### src/rtl/hsync_pkg.sv
package hsync_pkg;

    localparam int DATA_W   = 8;
    localparam int POS_W    = 11;
    localparam int LEAD_LEN = 3;
    localparam int H_BIT    = 4;
    localparam int MARK_BIT = 7;

    localparam logic [DATA_W-1:0] LEAD_FIRST = 8'hFF;
    localparam logic [DATA_W-1:0] LEAD_REST  = 8'h00;

    typedef enum logic [1:0] {
        STD_525    = 2'd0,
        STD_525_SQ = 2'd1,
        STD_625    = 2'd2,
        STD_525_B  = 2'd3
    } line_std_e;

    typedef struct packed {
        logic [POS_W-1:0] start;
        logic [POS_W-1:0] stop;
        logic             inv;
    } pulse_cfg_t;

    localparam pulse_cfg_t CFG_RESET = '{start: 11'd2, stop: 11'd0, inv: 1'b0};

    function automatic logic [POS_W-1:0] line_len(line_std_e s);
        case (s)
            STD_525_SQ: return 11'd1560;
            STD_625:    return 11'd1728;
            default:    return 11'd1716;
        endcase
    endfunction

    function automatic logic [POS_W-1:0] fold(logic [POS_W-1:0] v, logic [POS_W-1:0] len);
        return (v >= len) ? POS_W'(v - len) : v;
    endfunction

    function automatic logic in_window(logic [POS_W-1:0] c, logic [POS_W-1:0] a,
                                       logic [POS_W-1:0] b);
        if (a <= b) return (c >= a) && (c < b);
        return (c >= a) || (c < b);
    endfunction

endpackage

### src/rtl/hsync_trs_detect.sv
module hsync_trs_detect
    import hsync_pkg::*;
#(
    parameter int W    = DATA_W,
    parameter int LEAD = LEAD_LEN
) (
    input  logic         clk,
    input  logic         rst,
    input  logic         pix_en,
    input  logic [W-1:0] din,
    output logic         eav_hit
);
    logic [W-1:0] hist [LEAD];
    logic [LEAD-1:0] lead_ok;

    always_ff @(posedge clk) begin
        if (rst) begin
            for (int i = 0; i < LEAD; i++) hist[i] <= '0;
        end else if (pix_en) begin
            hist[0] <= din;
            for (int i = 1; i < LEAD; i++) hist[i] <= hist[i-1];
        end
    end

    // hist[LEAD-1] is the oldest word and must be the all-ones lead
    generate
        for (genvar g = 0; g < LEAD; g++) begin : g_lead
            if (g == LEAD - 1) begin : g_first
                assign lead_ok[g] = (hist[g] == LEAD_FIRST);
            end else begin : g_rest
                assign lead_ok[g] = (hist[g] == LEAD_REST);
            end
        end
    endgenerate

    assign eav_hit = pix_en && (&lead_ok) && din[MARK_BIT] && din[H_BIT];

endmodule

### src/rtl/hsync_line_counter.sv
module hsync_line_counter
    import hsync_pkg::*;
(
    input  logic             clk,
    input  logic             rst,
    input  logic             pix_en,
    input  logic             eav_hit,
    input  line_std_e        std,
    output logic [POS_W-1:0] cnt,
    output logic             cnt_clr
);
    logic [POS_W-1:0] len;

    assign len     = line_len(std);
    assign cnt_clr = pix_en && (eav_hit || (cnt >= POS_W'(len - 11'd1)));

    always_ff @(posedge clk) begin
        if (rst)          cnt <= '0;
        else if (cnt_clr) cnt <= '0;
        else if (pix_en)  cnt <= POS_W'(cnt + 11'd1);
    end

endmodule

### src/rtl/hsync_pulse_shaper.sv
module hsync_pulse_shaper
    import hsync_pkg::*;
(
    input  logic             clk,
    input  logic             rst,
    input  logic             cfg_load,
    input  pulse_cfg_t       cfg_in,
    input  logic             cnt_clr,
    input  line_std_e        std,
    input  logic [POS_W-1:0] cnt,
    output pulse_cfg_t       act_cfg,
    output logic             hs_out
);
    pulse_cfg_t       staged;
    logic [POS_W-1:0] len;

    assign len = line_len(std);

    always_ff @(posedge clk) begin
        if (rst) begin
            staged  <= CFG_RESET;
            act_cfg <= CFG_RESET;
        end else begin
            if (cfg_load) staged <= cfg_in;
            if (cnt_clr) begin
                act_cfg.start <= fold(staged.start, len);
                act_cfg.stop  <= fold(staged.stop, len);
                act_cfg.inv   <= staged.inv;
            end
        end
    end

    assign hs_out = in_window(cnt, act_cfg.start, act_cfg.stop) ^ act_cfg.inv;

endmodule

### src/rtl/hsync_gen.sv
module hsync_gen
    import hsync_pkg::*;
(
    input  logic              clk,
    input  logic              rst,
    input  logic              pix_en,
    input  logic [DATA_W-1:0] din,
    input  logic [1:0]        std_sel,
    input  logic              cfg_load,
    input  logic [POS_W-1:0]  cfg_start,
    input  logic [POS_W-1:0]  cfg_stop,
    input  logic              cfg_inv,
    output logic              hs_out
);
    logic             eav_hit;
    logic             cnt_clr;
    logic [POS_W-1:0] cnt;
    pulse_cfg_t       act_cfg;
    pulse_cfg_t       cfg_in;
    line_std_e        std;

    assign std    = line_std_e'(std_sel);
    assign cfg_in = '{start: cfg_start, stop: cfg_stop, inv: cfg_inv};

    hsync_trs_detect #(.W(DATA_W), .LEAD(LEAD_LEN)) u_detect (
        .clk     (clk),
        .rst     (rst),
        .pix_en  (pix_en),
        .din     (din),
        .eav_hit (eav_hit)
    );

    hsync_line_counter u_count (
        .clk     (clk),
        .rst     (rst),
        .pix_en  (pix_en),
        .eav_hit (eav_hit),
        .std     (std),
        .cnt     (cnt),
        .cnt_clr (cnt_clr)
    );

    hsync_pulse_shaper u_shape (
        .clk      (clk),
        .rst      (rst),
        .cfg_load (cfg_load),
        .cfg_in   (cfg_in),
        .cnt_clr  (cnt_clr),
        .std      (std),
        .cnt      (cnt),
        .act_cfg  (act_cfg),
        .hs_out   (hs_out)
    );

endmodule

### config.mk
export PLATFORM = sky130hd
export DESIGN_NAME = hsync_gen
export DESIGN_NICKNAME = d
export VERILOG_FILES = /design/src/rtl/hsync_pkg.sv /design/src/rtl/hsync_trs_detect.sv /design/src/rtl/hsync_line_counter.sv /design/src/rtl/hsync_pulse_shaper.sv /design/src/rtl/hsync_gen.sv
export SDC_FILE = /design/constraint.sdc
export NUM_CORES = 1
export LEC_CHECK = 0
export BUFFER_PORTS_ARGS = -buffer_cell sky130_fd_sc_hd__clkbuf_2
export CORE_ASPECT_RATIO = 1.4
export CORE_MARGIN = 2
export CORE_UTILIZATION = 55
export CTS_CLUSTER_DIAMETER = 100
export DETAILED_ROUTE_END_ITERATION = 12
export PLACE_DENSITY = 0.71
export SETUP_SLACK_MARGIN = 0.1
export SLEW_MARGIN = 20
export SYNTH_ARGS = -nofsm -noshare
export SYNTH_HDL_FRONTEND = slang
export SYNTH_SLANG_ARGS = --single-unit
### constraint.sdc
create_clock -name clk -period 3 [get_ports clk]
set_clock_uncertainty 0.15 [all_clocks]
set_input_delay 0.15 -clock clk [delete_from_list [all_inputs] [get_ports clk]]
set_output_delay 0.15 -clock clk [all_outputs]
set_load 0.05 [all_outputs]
==> impl_metrics.tcl <==
set metrics [dict create \
    status "complete, no violations" \
    start_util_pct 57.0 \
    required_ps 2700 \
    crit_slowest_cell "dfxtp_1" \
    finalHoldViolCount 0 \
    peakVddDrop_uv 400 \
    fin_crit_ps 2780 \
    cts_setup_buffers 0 \
    chipWidth_um 83.8 \
    cts_root_buffer "clkbuf_16" \
    dpl_worst_slack_ps 88.4 \
    antenna_cells 0 \
    rows 40 \
    syn_inst 516 \
    slew-limit-headroom_pct 40.2 \
    clk_pin_slew_ps 60 \
    track_usage_pct 24.8 \
    fillers 695 \
    yosys_warnings 0 \
    finalSetupTns_ps 0 \
    numCtsBuffers 9 \
    crit_arrival_ps 2480 \
    cts_tree "built" \
    dp_cells 649 \
    fin_area_um2 5760 \
    grt_pass1_wl_um 18800 \
    whs_ps 2.73 \
    finalPower_mw 2.57 \
    nets 678 \
    drt_wl_total_um 11500 \
    port_buffers 37 \
    path_class "flop to primary output" \
    rsz0062_at_grt "false" \
    crit_path_cell_trace "ha_1 -> a21oi_1 -> o21ai_0 -> a21oi_1 -> o21ai_0 -> maj3_1 -> xnor2_1 -> clkbuf_2" \
    area_growth_pct 17.5 \
    cp_max_fo 6 \
    syn_nets 611 \
    antenna_found_initial 0 \
    cp-start-kind "flop" \
    io_pins 38 \
    synth_ff_type "dfxtp_1" \
    dp_hpwl_um 8530 \
    drtPass1Iterations 5 \
    finalMaxSlewViolations 0 \
    finalNonFillerCells 693 \
    grt_pass1_vias 4060 \
    power.density_nw_per_um2 445 \
    die_y_um 116 \
    setup_viol 0 \
    grt_max_degree 43 \
    ys_seq_elements 81 \
    ys_async_sr_fraction_pct 0 \
    worstSkewPairLatency_ps 340 \
    synth_area_leaders "dfxtp_1 (23%), edfxtp_1 (15%), ha_1 (14%)" \
    synthDistinctLibCells 57 \
    cts-htree-levels 3 \
    vias 4021 \
    p_leak_nw 2.55 \
    drive_gt1_share_pct 14.8 \
    detail_route.wl_per_cell_um 16.6 \
    worst_slack_ps 221 \
    place_area_um2 5210 \
    drc 0 \
    synth-edff-count 24 \
    gp_congestion 0.972 \
    core_um2 8610 \
    endpoint_kind "primary output" \
    critical-path-max-stage-delay_ps 480 \
    ant_nets 0 \
    clock.fmax_mhz 360 \
    die-area_um2 9700 \
    yosys.area.top_type "dfxtp_1" \
    numClockSinks 81 \
    routed_via_density 5.80 \
    finalCritPeriodShare_pct 92.6 \
    synth-seq-area-share_pct 38.0 \
    netlist.area_leader.share_pct 23.3 \
    cap_violations 0 \
    hold_class "input pin to flop" \
    gr-total-overflow 0 \
    utilization_pct 66.9 \
    netlist_area_um2 4900 \
    worst_pin_slew_ps 896 \
    clock_path_buffers 2 \
    syn_area_per_cell_um2 9.51 \
    initialDrtViolationCount 152 \
]
## worst max-delay path: cells and delay by family, from the launching register on
kind	cells	cell delay (ps)
buffers and inverters	1	290
flip-flops	1	480
XOR/XNOR	1	150
AO/OA/AOI/OAI	4	520
adder cells (fa/ha/maj)	2	710
## power breakdown
part	total, mW	internal, mW	switching, mW	leakage, nW
sequential	1.21	1.17	0.0325	0.729
combinational	0.348	0.157	0.191	1.70
clock	1.01	0.561	0.451	0.127
total	2.57	1.89	0.674	2.55
## layout by cell type, fill, tap and decap left out, types with 4 or more instances in the layout
cell type	netlist	final
dlygate4sd3_1	0	28
a211oi_1	6	6
nor2b_1	7	7
o211ai_1	5	5
o31ai_1	6	6
a21o_1	4	4
nand4_1	15	15
mux2i_1	32	32
a31oi_1	4	4
clkbuf_2	0	37
nor2_2	11	11
xnor2_1	7	7
nand3_1	14	14
o21a_1	4	4
nand2_1	25	25
edfxtp_1	24	24
xor2_1	10	10
inv_1	38	38
nor2_1	46	46
ha_1	56	56
o21ai_0	24	24
dfxtp_1	57	54
and3_1	27	27
a21oi_1	28	28
clkbuf_16	0	9
nand2b_1	6	6
buf_4	2	9
## cells in the mapped netlist, drive strengths merged, types with 4 or more instances
library cell / number
dfxtp: 57
o31ai: 6
edfxtp: 24
a211oi: 9
a31oi: 4
xnor2: 7
nand3: 14
nand4: 15
o21ai: 25
clkbuf: 10
and3: 27
mux2i: 32
inv: 38
nand2: 25
xor2: 10
nor2b: 7
nand2b: 6
nor2: 58
o21a: 4
a21o: 4
ha: 56
a21oi: 28
o211ai: 5
buf: 9
## state kept, by name, indices dropped and copies added, names as in the netlist
signal,flops
u_shape.staged,23
u_count.cnt,11
u_shape.act_cfg,23
u_detect.hist,24
## cell type report
cell class,instances,area [um^2],area share (%)
sequential,81,1870,32.4
tap,105,131,2.28
inverter,38,143,2.48
multi-input combinational,378,2800,48.6
timing repair buffer,75,553,9.60
clock inverter,6,42.5,0.738
clock buffer,10,229,3.97
## logic make-up (layout without fill, tap and decap cells)
| group | count (synthesis) | count (layout) | share of synthesized area (%) |
|---|---|---|---|
| buf+inv | 57 | 129 | 5.00 |
| flops | 81 | 81 | 38.0 |
| mux | 32 | 32 | 6.53 |
| simple gates | 169 | 169 | 18.1 |
| compound gates | 100 | 100 | 14.0 |
| xor+xnor | 17 | 17 | 3.04 |
| other cells | 1 | 1 | 0.0765 |
| fa+ha+maj | 59 | 59 | 15.3 |
## repair_timing
item / 4_1_cts / 5_1_grt
hold buffers: 28 / 0
gates resized for setup: 0 / 3
endpoints found under the setup margin: 0 / 1
hold endpoints to repair: 28 / 0
## final timing paths
| check | from | to | slack [ps] | cells after the start |
|---|---|---|---|---|
| worst max-delay path | u_count.cnt[2] | hs_out | 220 | 8 |
| worst min-delay path | din[6] | u_detect.hist[0][6] | 3 | 2 |
| worst max register to register | u_detect.hist[0][7] | u_count.cnt[10] | 380 | 6 |
| worst min register to register | u_shape.act_cfg[10] | u_shape.act_cfg[10] | 320 | 2 |
## layer usage
layer	vias up	GRT usage (%)	routed length, um
li1	1993	-	-
met1	1874	28.0	4710
met2	111	45.1	5930
met3	43	4.49	410
met4	0	11.9	452
met5	-	0	0
Note: power is estimated with default switching activity, not from simulation.
